### config.mk
export PLATFORM = sky130hd
export DESIGN_NAME = clkgen_top
export DESIGN_NICKNAME = d
export VERILOG_FILES = /design/src/rtl/clkgen_pkg.sv /design/src/rtl/clkgen_seqdiv.sv /design/src/rtl/clkgen_toggle_ctr.sv /design/src/rtl/clkgen_top.sv
export SDC_FILE = /design/constraint.sdc
export NUM_CORES = 1
export LEC_CHECK = 0
export CORE_UTILIZATION = 29
export CTS_CLUSTER_SIZE = 24
export DETAILED_ROUTE_END_ITERATION = 10
export DONT_BUFFER_PORTS = 1
export GPL_TIMING_DRIVEN = 0
export PLACE_DENSITY = 0.43
export SLEW_MARGIN = 20
export SYNTH_ARGS = -nofsm -noshare
export SYNTH_HDL_FRONTEND = slang
export SYNTH_SLANG_ARGS = --single-unit
### constraint.sdc
create_clock -name clk -period 17.57 [get_ports clk]
set_clock_uncertainty 0.05 [all_clocks]
set_input_delay 5.271 -clock clk [delete_from_list [all_inputs] [get_ports clk]]
set_output_delay 5.271 -clock clk [all_outputs]
set_load 0.005 [all_outputs]
### src/rtl/clkgen_pkg.sv
package clkgen_pkg;

  localparam int IDX_W   = 3;
  localparam int SEL_W   = 3;
  localparam int MAX_IDX = 4;

  typedef enum logic [2:0] {
    ST_IDLE,
    ST_DIV_CNT,
    ST_SCALE,
    ST_HALT,
    ST_LOAD,
    ST_DIV_GET
  } gen_state_t;

  // log2 of the prescale factor for a ladder index: 0,3,6,8,10
  function automatic logic [3:0] idx_shift(input logic [IDX_W-1:0] idx);
    int i;
    i = int'(idx);
    if (i <= 2) return 4'(3 * i);
    else        return 4'(2 * i + 2);
  endfunction

  // log2 of the prescale factor for a select code (0 = halted)
  function automatic logic [3:0] sel_shift(input logic [SEL_W-1:0] sel);
    if (sel == '0) return 4'd0;
    else           return idx_shift(IDX_W'(sel - 1'b1));
  endfunction

endpackage

### src/rtl/clkgen_seqdiv.sv
module clkgen_seqdiv #(
  parameter int W = 32
) (
  input  logic         clk,
  input  logic         rst_n,
  input  logic         start,
  input  logic [W-1:0] dividend,
  input  logic [W-1:0] divisor,
  output logic         done,
  output logic [W-1:0] quotient
);

  localparam int CNT_W = $clog2(W + 1);

  logic [W-1:0]     rem_q, rem_d;
  logic [W-1:0]     quo_q, quo_d;
  logic [W-1:0]     dsr_q, dsr_d;
  logic [CNT_W-1:0] cnt_q, cnt_d;
  logic             run_q, run_d;
  logic             done_q, done_d;
  logic [W:0]       shifted;
  logic [W:0]       trial;

  always_comb begin
    shifted = {rem_q, quo_q[W-1]};
    trial   = shifted - {1'b0, dsr_q};
    rem_d   = rem_q;
    quo_d   = quo_q;
    dsr_d   = dsr_q;
    cnt_d   = cnt_q;
    run_d   = run_q;
    done_d  = 1'b0;
    if (start) begin
      rem_d = '0;
      quo_d = dividend;
      dsr_d = divisor;
      cnt_d = CNT_W'(W);
      run_d = 1'b1;
    end else if (run_q) begin
      quo_d = {quo_q[W-2:0], ~trial[W]};
      rem_d = trial[W] ? shifted[W-1:0] : trial[W-1:0];
      cnt_d = cnt_q - 1'b1;
      if (cnt_q == CNT_W'(1)) begin
        run_d  = 1'b0;
        done_d = 1'b1;
      end
    end
  end

  always_ff @(posedge clk or negedge rst_n) begin
    if (!rst_n) begin
      rem_q  <= '0;
      quo_q  <= '0;
      dsr_q  <= '0;
      cnt_q  <= '0;
      run_q  <= 1'b0;
      done_q <= 1'b0;
    end else begin
      rem_q  <= rem_d;
      quo_q  <= quo_d;
      dsr_q  <= dsr_d;
      cnt_q  <= cnt_d;
      run_q  <= run_d;
      done_q <= done_d;
    end
  end

  assign done     = done_q;
  assign quotient = quo_q;

  AST_DIV_RUNS_AFTER_START: assert property (@(posedge clk) disable iff (!rst_n)
    start |=> (run_q && !done_q));

endmodule

### src/rtl/clkgen_toggle_ctr.sv
module clkgen_toggle_ctr
  import clkgen_pkg::*;
#(
  parameter int CMP_W  = 16,
  parameter int PCNT_W = 10
) (
  input  logic             clk,
  input  logic             rst_n,
  input  logic             halt,
  input  logic             load,
  input  logic [CMP_W-1:0] cmp_in,
  input  logic [SEL_W-1:0] sel_in,
  output logic [CMP_W-1:0] cmp_o,
  output logic [SEL_W-1:0] sel_o,
  output logic             clk_out
);

  logic [CMP_W-1:0]  cmp_q, cmp_d;
  logic [SEL_W-1:0]  sel_q, sel_d;
  logic [CMP_W-1:0]  cnt_q, cnt_d;
  logic [PCNT_W-1:0] pcnt_q, pcnt_d;
  logic              out_q, out_d;
  logic [PCNT_W:0]   mask_w;
  logic [PCNT_W-1:0] mask;
  logic              tick;
  logic [CMP_W-1:0]  cnt_nxt;

  always_comb begin
    mask_w  = ((PCNT_W + 1)'(1) << sel_shift(sel_q)) - 1'b1;
    mask    = mask_w[PCNT_W-1:0];
    tick    = (sel_q != '0) && (pcnt_q == mask);
    cnt_nxt = (cnt_q == cmp_q) ? '0 : cnt_q + 1'b1;
    cmp_d   = cmp_q;
    sel_d   = sel_q;
    cnt_d   = cnt_q;
    pcnt_d  = pcnt_q;
    out_d   = out_q;
    if (halt) begin
      sel_d  = '0;
      cnt_d  = '0;
      pcnt_d = '0;
    end else if (load) begin
      cmp_d  = cmp_in;
      sel_d  = sel_in;
      pcnt_d = '0;
      cnt_d  = (cmp_in == '0) ? '1 : '0;
    end else if (sel_q != '0) begin
      pcnt_d = tick ? '0 : pcnt_q + 1'b1;
      if (tick) begin
        cnt_d = cnt_nxt;
        if (cnt_nxt == cmp_q) out_d = ~out_q;
      end
    end
  end

  always_ff @(posedge clk or negedge rst_n) begin
    if (!rst_n) begin
      cmp_q  <= '0;
      sel_q  <= SEL_W'(1);
      cnt_q  <= '0;
      pcnt_q <= '0;
      out_q  <= 1'b0;
    end else begin
      cmp_q  <= cmp_d;
      sel_q  <= sel_d;
      cnt_q  <= cnt_d;
      pcnt_q <= pcnt_d;
      out_q  <= out_d;
    end
  end

  assign cmp_o   = cmp_q;
  assign sel_o   = sel_q;
  assign clk_out = out_q;

  AST_HALT_STOPS: assert property (@(posedge clk) disable iff (!rst_n)
    halt |=> (sel_q == '0 && cnt_q == '0));

  AST_ZERO_CMP_PRESET: assert property (@(posedge clk) disable iff (!rst_n)
    (load && !halt && cmp_in == '0) |=> (&cnt_q));

  AST_EDGE_ONLY_ON_TICK: assert property (@(posedge clk) disable iff (!rst_n)
    !tick |=> $stable(out_q));

endmodule

### src/rtl/clkgen_top.sv
module clkgen_top
  import clkgen_pkg::*;
#(
  parameter int unsigned SYS_HZ = 200_000_000,
  parameter int          FREQ_W = 32,
  parameter int          CMP_W  = 16
) (
  input  logic              clk,
  input  logic              rst_n,
  input  logic              set_stb,
  input  logic [FREQ_W-1:0] set_freq,
  output logic              busy,
  output logic              err_pulse,
  output logic [FREQ_W-1:0] get_freq,
  output logic [CMP_W-1:0]  cmp_val,
  output logic [SEL_W-1:0]  presc_sel,
  output logic              clk_out
);

  localparam int                PCNT_W  = int'(idx_shift(IDX_W'(MAX_IDX)));
  localparam logic [FREQ_W-1:0] SYS_VAL = FREQ_W'(SYS_HZ);
  localparam logic [FREQ_W-1:0] HALF_HZ = SYS_VAL >> 1;
  localparam logic [FREQ_W-1:0] LIMIT   = FREQ_W'(64'(1) << CMP_W);

  // reset: asserted asynchronously, released on the clock
  logic rst_meta, rst_sync;
  always_ff @(posedge clk or negedge rst_n) begin
    if (!rst_n) begin
      rst_meta <= 1'b0;
      rst_sync <= 1'b0;
    end else begin
      rst_meta <= 1'b1;
      rst_sync <= rst_meta;
    end
  end

  gen_state_t        state_q, state_d;
  logic [IDX_W-1:0]  idx_q, idx_d;
  logic [FREQ_W-1:0] count_q, count_d;
  logic [FREQ_W-1:0] getf_q, getf_d;
  logic              err_q, err_d;

  logic              div_start, div_done;
  logic [FREQ_W-1:0] div_a, div_b, div_quo;
  logic              ctr_halt, ctr_load;
  logic              range_bad;

  always_comb begin
    range_bad = (set_freq == '0) || (set_freq > HALF_HZ);
    state_d   = state_q;
    idx_d     = idx_q;
    count_d   = count_q;
    getf_d    = getf_q;
    err_d     = 1'b0;
    div_start = 1'b0;
    div_a     = SYS_VAL;
    div_b     = set_freq;
    ctr_halt  = 1'b0;
    ctr_load  = 1'b0;
    case (state_q)
      ST_IDLE: begin
        if (set_stb) begin
          if (range_bad) begin
            err_d = 1'b1;
          end else begin
            div_start = 1'b1;
            idx_d     = '0;
            state_d   = ST_DIV_CNT;
          end
        end
      end
      ST_DIV_CNT: begin
        if (div_done) begin
          count_d = div_quo >> 1;
          state_d = ST_SCALE;
        end
      end
      ST_SCALE: begin
        if (count_q > LIMIT) begin
          if (idx_q == IDX_W'(MAX_IDX)) begin
            err_d   = 1'b1;
            state_d = ST_IDLE;
          end else begin
            idx_d   = idx_q + 1'b1;
            count_d = (idx_q < IDX_W'(2)) ? (count_q >> 3) : (count_q >> 2);
          end
        end else if (count_q == '0) begin
          err_d   = 1'b1;
          state_d = ST_IDLE;
        end else begin
          state_d = ST_HALT;
        end
      end
      ST_HALT: begin
        ctr_halt = 1'b1;
        state_d  = ST_LOAD;
      end
      ST_LOAD: begin
        ctr_load  = 1'b1;
        div_start = 1'b1;
        div_a     = SYS_VAL >> (1 + int'(idx_shift(idx_q)));
        div_b     = count_q;
        state_d   = ST_DIV_GET;
      end
      ST_DIV_GET: begin
        if (div_done) begin
          getf_d  = div_quo;
          state_d = ST_IDLE;
        end
      end
      default: state_d = ST_IDLE;
    endcase
  end

  always_ff @(posedge clk or negedge rst_sync) begin
    if (!rst_sync) begin
      state_q <= ST_IDLE;
      idx_q   <= '0;
      count_q <= '0;
      getf_q  <= HALF_HZ;
      err_q   <= 1'b0;
    end else begin
      state_q <= state_d;
      idx_q   <= idx_d;
      count_q <= count_d;
      getf_q  <= getf_d;
      err_q   <= err_d;
    end
  end

  clkgen_seqdiv #(
    .W(FREQ_W)
  ) u_div (
    .clk      (clk),
    .rst_n    (rst_sync),
    .start    (div_start),
    .dividend (div_a),
    .divisor  (div_b),
    .done     (div_done),
    .quotient (div_quo)
  );

  clkgen_toggle_ctr #(
    .CMP_W  (CMP_W),
    .PCNT_W (PCNT_W)
  ) u_ctr (
    .clk     (clk),
    .rst_n   (rst_sync),
    .halt    (ctr_halt),
    .load    (ctr_load),
    .cmp_in  (CMP_W'(count_q - 1'b1)),
    .sel_in  (SEL_W'(idx_q) + 1'b1),
    .cmp_o   (cmp_val),
    .sel_o   (presc_sel),
    .clk_out (clk_out)
  );

  assign busy      = (state_q != ST_IDLE);
  assign err_pulse = err_q;
  assign get_freq  = getf_q;

  AST_RANGE_REJECT: assert property (@(posedge clk) disable iff (!rst_sync)
    (!busy && set_stb && ((set_freq == '0) || (set_freq > HALF_HZ)))
      |=> (err_pulse && !busy));

  AST_KEEP_ON_ERROR: assert property (@(posedge clk) disable iff (!rst_sync)
    err_pulse |-> ($stable(cmp_val) && $stable(presc_sel) && $stable(get_freq)));

  AST_SEL_LEGAL: assert property (@(posedge clk) disable iff (!rst_sync)
    presc_sel <= SEL_W'(MAX_IDX + 1));

  AST_BUSY_IGNORES_STROBE: assert property (@(posedge clk) disable iff (!rst_sync)
    (busy && set_stb) |=> !err_pulse || !busy);

endmodule

======== After elaboration in Yosys (flattened, before gate mapping) ========
Index checks and enable logic that the tools add are counted.
storage, ports and cells
  flip-flop bits (word level) ............. 223
  logic and storage cells ................. 141
operators by class
  $add $sub $neg .......................... 11
  multipliers ............................. 2
  magnitude comparators ................... 5
  equality and inequality tests ........... 17
  shift operators ......................... 2
  multiplexer cells ....................... 60
  bitwise operators ....................... 4
  reduce and logical (&&, ||, !) cells .... 22
operators with widths
  cell                                                                     count
  32-bit 2-to-1 mux                                                        10
  16-bit 2-to-1 mux                                                        6
  32-bit logical NOT                                                       2
  32-bit case mux with 2 select lines                                      1
  10-bit 2-to-1 mux                                                        4
  3-bit 2-to-1 mux                                                         12
  33-bit by 32-bit subtractor with 33-bit output                           1
  16-bit == test                                                           2
  32-bit by 17-bit > comparator with 1-bit output (second input constant)  1
  32-bit by 27-bit > comparator with 1-bit output (second input constant)  1
  28-bit by 5-bit >> shifter with 32-bit output (first input constant)     1
  30-bit 2-to-1 mux                                                        1
  3-bit case mux with 6 select lines                                       1
  16-bit by 1-bit adder with 16-bit output (second input constant)         1
  16-bit logical NOT                                                       1
  4-bit 2-to-1 mux                                                         4
  16-bit by 1-bit subtractor with 16-bit output (second input constant)    1
  1-bit 2-to-1 mux                                                         15
  5-bit AND reduction                                                      3
  6-bit 2-to-1 mux                                                         2
  3-bit nonzero test                                                       4
  10-bit by 1-bit adder with 10-bit output (second input constant)         1
  10-bit == test                                                           1
  1-bit by 4-bit << shifter with 10-bit output (first input constant)      1
  26 further kinds                                                         46

======== Depth between registers and ports, before layout ========
Gate-level depths: netlist of the first run.
  depth in word-level cells ............... 12
  depth in mapped cells ................... 24
  depth with buffers taken out ............ 19

======== Hierarchy ========
Synthesis of the first run repeated with hierarchy kept, for this count alone.
unflattened totals
  cells, all modules ...................... 1816
  area total of the unflattened synthesis .. 15198.3 um^2
by module, submodules not included
  module             times used  cells each  area an instance (um^2)
  clkgen_seqdiv      1           744         6486.2
  clkgen_top         1           644         5038.6
  clkgen_toggle_ctr  1           428         3673.5

======== Worst setup path after synthesis of the first run ========
Ideal clock, no wire load.
  path type ............................... input to register
  start ................................... input set_freq[29]
  end ..................................... register u_div.rem_q[31]
  setup time .............................. 0.087 ns
  data arrival time ....................... 7.404 ns
  data required time ...................... 17.433 ns
  setup slack ............................. 10.029 ns
  stages .................................. 9
  path through ............................ or4_1 -> nor2_1 -> and3_1 -> o31ai_1 -> and2_1 -> o21ai_1 -> nand2_1 -> or3_1 -> o211ai_1
on the way
  word-level cells in the longest chain between the ends .. 6
ends and longest elaborated chain
  what                                                                                   line                 source
  from (decl)                                                                            clkgen_top.sv:11     input logic [FREQ_W-1:0] set_freq,
  32-bit by 27-bit > comparator with 1-bit output or 32-bit logical NOT (tied branches)  clkgen_top.sv:49     range_bad = (set_freq == '0) || (set_freq > HALF_HZ);
  1-bit logical OR (*)                                                                   clkgen_top.sv:49
  1-bit 2-to-1 mux (*)                                                                   clkgen_top.sv:63     if (range_bad) begin
  1-bit 2-to-1 mux (*)                                                                   clkgen_top.sv:62     if (set_stb) begin
  1-bit case mux with 2 select lines (*)                                                 clkgen_top.sv:60     case (state_q)
  32-bit 2-to-1 mux or 2-bit nonzero test (tied branches)                                -
  to (signal assigned)                                                                   clkgen_seqdiv.sv:59  rem_q <= rem_d;
  to (decl)                                                                              clkgen_seqdiv.sv:15  logic [W-1:0] rem_q, rem_d;
Mark *: on every way between the ends. The rest lies on a longest branch, timed or not.
A chain may end at the register's enable or synchronous reset.

======== Worst setup path in the final report of the first run ========
  start ................................... input set_freq[29]
  end ..................................... register u_div.quo_q[22], in the netlist u_div.quotient[22]
on the way
  word-level cells in the longest chain between the ends .. 6
ends and longest elaborated chain
  what                                                                                   line                 source
  32-bit by 27-bit > comparator with 1-bit output or 32-bit logical NOT (tied branches)  clkgen_top.sv:49
  1-bit logical OR (*)                                                                   clkgen_top.sv:49
  1-bit 2-to-1 mux (*)                                                                   clkgen_top.sv:63
  1-bit 2-to-1 mux (*)                                                                   clkgen_top.sv:62
  1-bit case mux with 2 select lines (*)                                                 clkgen_top.sv:60
  32-bit 2-to-1 mux or 2-bit nonzero test (tied branches)                                -
  to (signal assigned)                                                                   clkgen_seqdiv.sv:60  quo_q <= quo_d;
  to (decl)                                                                              clkgen_seqdiv.sv:16  logic [W-1:0] quo_q, quo_d;
Marked as above.

==> results of run 1 <==
-- area by class of cell --
class | count | area, µm² | area share, %
inverter | 89 | 334.1 | 2.031
clock buffer | 41 | 830.8 | 5.051
clock inverter | 13 | 178.9 | 1.088
tap | 664 | 830.8 | 5.051
sequential | 222 | 5575 | 33.89
multi-input combinational | 1266 | 8140 | 49.49
timing repair buffer | 4 | 102.6 | 0.6237
buffer | 117 | 456.7 | 2.776
-- registers in the layout, summed over array words and instances (netlist names) --
register        flops
get_freq           32
u_div.dsr_q        32
u_div.quotient     32
u_div.rem_q        32
count_q            31
u_ctr.cmp_o        16
u_ctr.cnt_q        16
u_ctr.pcnt_q       10
u_div.cnt_q         6
idx_q               3
state_q             3
u_ctr.sel_o         3
err_pulse           1
rst_meta            1
rst_sync            1
u_ctr.clk_out       1
u_div.done          1
u_div.run_q         1
-- through the flow --
stage	hold slack, ps	setup slack (ps)	power [mW]
after global placement	287.5	7509	3.305
final	297.3	9283	3.955
after floorplan	281.2	10030	2.654
after detailed placement	286.4	8632	3.323
after CTS	299.9	9233	3.976
after global routing	306.2	9127	4.282
-- where the power goes --
group          switching [mW]  internal [mW]  leakage, nW
Clock                   0.245          0.387        0.497
Sequential              0.276          0.746         2.78
Combinational            1.39          0.912         3.72
-- cells in the final DEF, fill, tap and decap left out, types with 15 or more instances in the layout --
cell type,n
nor4_1,19
a222oi_1,27
ha_1,48
o211ai_1,15
xnor2_1,61
clkbuf_1,113
xor2_1,33
a21oi_1,119
nand4_1,21
mux2_2,37
o21ai_0,173
clkbuf_16,29
dfrtp_1,208
nor2_1,148
inv_1,86
a211oi_1,15
mux2i_1,46
a31oi_1,33
nor3_1,35
nand2_1,148
a21o_1,26
nand3_1,48
-- cells in the mapped netlist, types with 7 or more instances --
cell and n:
xor2_1 33, mux2i_1 46, dfstp_2 13, a211oi_1 15
and3_1 14, nand3b_1 7, nor2b_1 11, o211ai_1 15
and2_1 10, o21a_1 12, inv_1 86, o21ai_0 173
clkbuf_1 107, o31ai_1 7, nor4_1 19, xnor2_1 61
or4_1 8, nor3_1 35, nand3_1 48, a31oi_1 33
a21o_1 26, ha_1 48, mux2_2 37, nand2_1 148
dfrtp_1 209, nand4_1 21, a21oi_1 119, or2_2 8
or3_1 8, nor2_1 148, o22ai_1 12, a222oi_1 27
nand2b_1 11
-- cell families after synthesis --
kind of cell	Yosys count	synth area share, %
simple gates	520	17.16
compound gates	512	22.12
flops	222	38.43
buf+inv	206	5.454
xor+xnor	96	5.946
mux	86	6.308
fa+ha+maj	51	4.556
other cells	1	0.02586
-- critical path, stage by stage --
cell	delay (ps)
or4_1	540
a211o_1	240
o31ai_1	720
and2_1	330
o21a_1	130
clkbuf_1	570
nor2_1	360
a2111oi_0	430
nor2_1	80
-- layer usage --
layer | track usage (%) | vias to the layer above
li1 | - | 6198
met1 | 25.75 | 6343
met2 | 35.29 | 270
met3 | 2.888 | 63
met4 | 5.486 | 0
met5 | 0 | -
-- worst paths after layout --
path	slack, ps	start	to
worst min register to register	300	rst_sync	get_freq[27]
worst min-delay path	300	rst_sync	get_freq[27]
worst max register to register	11550	u_ctr.sel_o[0]	u_ctr.cnt_q[15]
max in group asynchronous	13050	rst_n	rst_sync
worst max-delay path	9280	set_freq[29]	u_div.quotient[22]
min in group clk	300	rst_meta	rst_sync
==> run metrics, run 1 <==
post-synthesis net count=1780; Final Hold Vio Count=0; status=finished clean; nets=1815; setup violators final=0; Sink Count=222; Clock Path Buffers=3; Setup crit start kind=input pin; met2 wire length=25330 µm; initial antenna violation count=0; Final Util=33.47%; starting density of the core=29.50%; die height=225.6 µm; crit path DAT=8680 ps; max-slew headroom at the worst pin=35.80%; Layout Cells excl Fill=2416; synth unique cells=81; Gates resized, CTS repair=0; clk_lat worst skew=570 ps; pwr/cell area=240.4 nW/µm²; register bit total from synthesis=222; Synth Cell Area=14500 µm²; Leakage Power=6.993 nW; cells on worst reg2reg path=22; drt drc=0; Slew Viols, Final=0; largest net degree at the start of global routing=52; IO Count=89; Core ar.=49150 µm²; DRT antenna net count=0; CTS root buf=clkbuf_16; EDFF count, synth=0; number of diodes=0; via count=12874; Async S/R FF share, synth=100.0%; Tmin final=8287 ps; Max FO, Critical Path=9; die footprint=50900 µm²; Synth Instances=1694; CTS clk-pin slew, worst paths=60 ps; Setup crit end kind=flop; dominant synthesized flop cell=dfrtp_1; first-pass GRT wire length=78930 µm; Final GP Congestion=0.8798; dominant cell type by area after synthesis=dfrtp_1; routed vias/inst=5.329; final wirelength=51610 µm; CP Class=in -> reg; M1 wire length=22750 µm; gr ovfl total=0; fmax=120.7 MHz; Num CTS Buffers=29; Final Instance Area=16450 µm²; Synth top area share=36.07%; top cells by area, synth=dfrtp_1 36%, o21ai_0 6.0%, ha_1 4.1%; highest metal used=met4; period utilization=47.17%; fill cell count=5190; H-Tree Depth=1; post-synthesis sequential area ratio=38.43%; cts hold-fix bufs=0; Yosys warnings=0; Rows=81; number of global-route vias before repair=12750; MaxCap Viol Count=0; setup TNS=0 ps; Final HPWL DP=39100 µm; GRT Resource Usage Total=20.17%; layout cells sized above 1=7.763%; WP data required=17960 ps; DRC violation total after the first TritonRoute iteration=1030; Post-CTS Setup Inserts=0; Worst Max-Slew Pin Slew=955.6 ps; # port buffers=0; min-delay worst type=reg -> async; Layout area overhead=13.45%; drt pass-1 iters=5; Die W=225.6 µm; Placed Area=15440 µm²; WL/cell=21.36 µm; WL met3=2353 µm; worst-case vdd ir drop=77.01 µV; Syn Area/Cell=8.559 µm²; unrepaired setup endpoints after global routing=no; Post-Place Cells=2362; TritonCTS clock tree=built
Note: power is estimated with default switching activity, not from simulation.
==> inputs of run 2 (changes only) <==
PLACE_DENSITY = 0.44   (was 0.43)
clock period = 7 ns   (was 17.57 ns; I/O delays follow)
==> run 2 against run 1 <==
  * Power grew 150%
  * Clock-buffer cell count shrank 2
  * Sequential share of layout area grew 0.067 points
  * Via count grew 0.85%
  * Non-clock buffer count is the same
  * Combinational power grew to 2.5 times the previous value
  * Worst setup slack lost 8300 ps
  * Flip-flop and latch count is the same
  * Clock power grew 140%
  * Largest power group unchanged
==> run metrics, run 2 (synthesis gave the netlist of run 1 again) <==
status=finished clean; drt pass-1 iters=6; via count=12984; unrepaired setup endpoints after global routing=no; DRT antenna net count=0; starting density of the core=29.50%; setup violators final=0; drt drc=0; IO Count=89; dpl ws=958.2 ps; cell-internal power=5.072 mW; nets=1815; Post-Place Cells=2362; Sink Count=222; final wirelength=51300 µm; layout cells sized above 1=7.824%; Post-CTS Setup Inserts=0; commonest non-fill, non-tap cells in the layout=208 x dfrtp_1, 173 x o21ai_0, 148 x nand2_1, 148 x nor2_1, 119 x a21oi_1; Psw=4.810 mW; Tmin final=6029 ps; H-Tree Depth=1; CTS clk-pin slew, worst paths=60 ps; largest net degree at the start of global routing=55; GRT Resource Usage Total=20.22%; Worst Max-Slew Pin Slew=1153 ps; Min Hold Slack=302.1 ps; Die W=225.6 µm; Gates resized, CTS repair=0; setup ws final=970.8 ps; fmax=165.9 MHz; Slew Viols, Final=0; cts hold-fix bufs=0; first-pass GRT wire length=78930 µm; WL/cell=21.24 µm; Final HPWL DP=38760 µm; Layout area overhead=13.23%; Final Hold Vio Count=0; gr ovfl total=0; Max FO, Critical Path=10; worst-case vdd ir drop=205.2 µV; commonest non-fill, non-tap cell in the layout=dfrtp_1; pwr/cell area=601.9 nW/µm²; Flop pwr share=25.9%; CP Class=reg -> reg; initial antenna violation count=1; # port buffers=0; R2R setup slack=970 ps; sw frac=48.68%; period utilization=86.13%; setup TNS=0 ps; Clock Path Buffers=3; Final GP Congestion=0.8819; Core ar.=49150 µm²; Final Instance Area=16420 µm²; routed vias/inst=5.376; WP data required=7390 ps; cells on worst reg2reg path=22; Layout Cells excl Fill=2415; Setup crit start kind=flop; number of global-route vias before repair=12675; Comb power frac=58.5%; crit path DAT=6420 ps; number of diodes=0; clk_lat worst skew=580 ps; Leakage Power=6.982 nW; Clk network pwr share=15.5%; TritonCTS clock tree=built; min-delay worst type=reg -> reg; hold path cells=0; Num CTS Buffers=29; CTS root buf=clkbuf_16; DRC violation total after the first TritonRoute iteration=1123; die footprint=50900 µm²; MaxCap Viol Count=0; Rows=81; die height=225.6 µm; Setup crit end kind=flop; Placed Area=15440 µm²; max-slew headroom at the worst pin=22.64%
run 2: path summary, 6_finish.rpt:
path	from	to
hold reg to reg	rst_meta	rst_sync
setup reg to reg	u_ctr.sel_o[0]	u_ctr.cnt_q[15]
setup / recovery	u_ctr.sel_o[0]	u_ctr.cnt_q[15]
hold / removal	rst_meta	rst_sync
min in group asynchronous	rst_sync	get_freq[28]
max in group asynchronous	rst_sync	u_ctr.cnt_q[11]
run 2: worst max-delay path, stage by stage, from the launching register on:
cell	delay, ps
dfstp_2	570
clkbuf_1	340
inv_1	170
ha_1	320
xnor2_2	260
fa_1	630
nand2_1	90
mux2_4	290
and4_4	210
nor2_2	170
nand3_1	110
ha_1	210
buf_1	190
xnor2_1	200
nor2_1	110
nand2_1	60
o22ai_1	160
a32oi_1	60
or4_1	410
a2111o_1	550
nand2_2	220
buf_6	190
mux2_1	330
run 2: through the flow:
stage	util, %	power (mW)
6_report	33.40	9.882
5_1_grt	33.40	10.76
4_1_cts	33.40	9.918
3_5_place_dp	31.40	8.339
3_3_place_gp	31.19	8.289
2_1_floorplan	-	6.662
run 2: cell type report:
| class | count | area, µm² |
|---|---|---|
| inverters | 89 | 334.1 |
| repair buffers | 4 | 102.6 |
| fillers | 5183 | 32740 |
| multi-input cells | 1266 | 8137 |
| flip-flops and latches | 222 | 5575 |
| clock inverters | 14 | 147.6 |
| clock buffers | 39 | 833.3 |
| plain buffers | 117 | 456.7 |
| well taps | 664 | 830.8 |
run 2: routing by layer:
metal | vias up | routed length [µm] | GRT usage [%] | share of wire, %
li1 | 6187 | - | - | -
met1 | 6370 | 22320 | 25.82 | 44
met2 | 339 | 24650 | 34.48 | 48
met3 | 88 | 2713 | 3.526 | 5.3
met4 | 0 | 1616 | 6.408 | 3.2
met5 | - | 0 | 0 | 0
run 2: power by group through the flow:
stage	Sequential [mW]	Combinational, mW	Clock, mW
6_report	2.56	5.78	1.53
5_1_grt	2.65	6.48	1.63
4_1_cts	2.58	5.77	1.58
3_5_place_dp	2.59	5.74	0
3_3_place_gp	2.61	5.68	0
2_1_floorplan	2.28	4.38	0
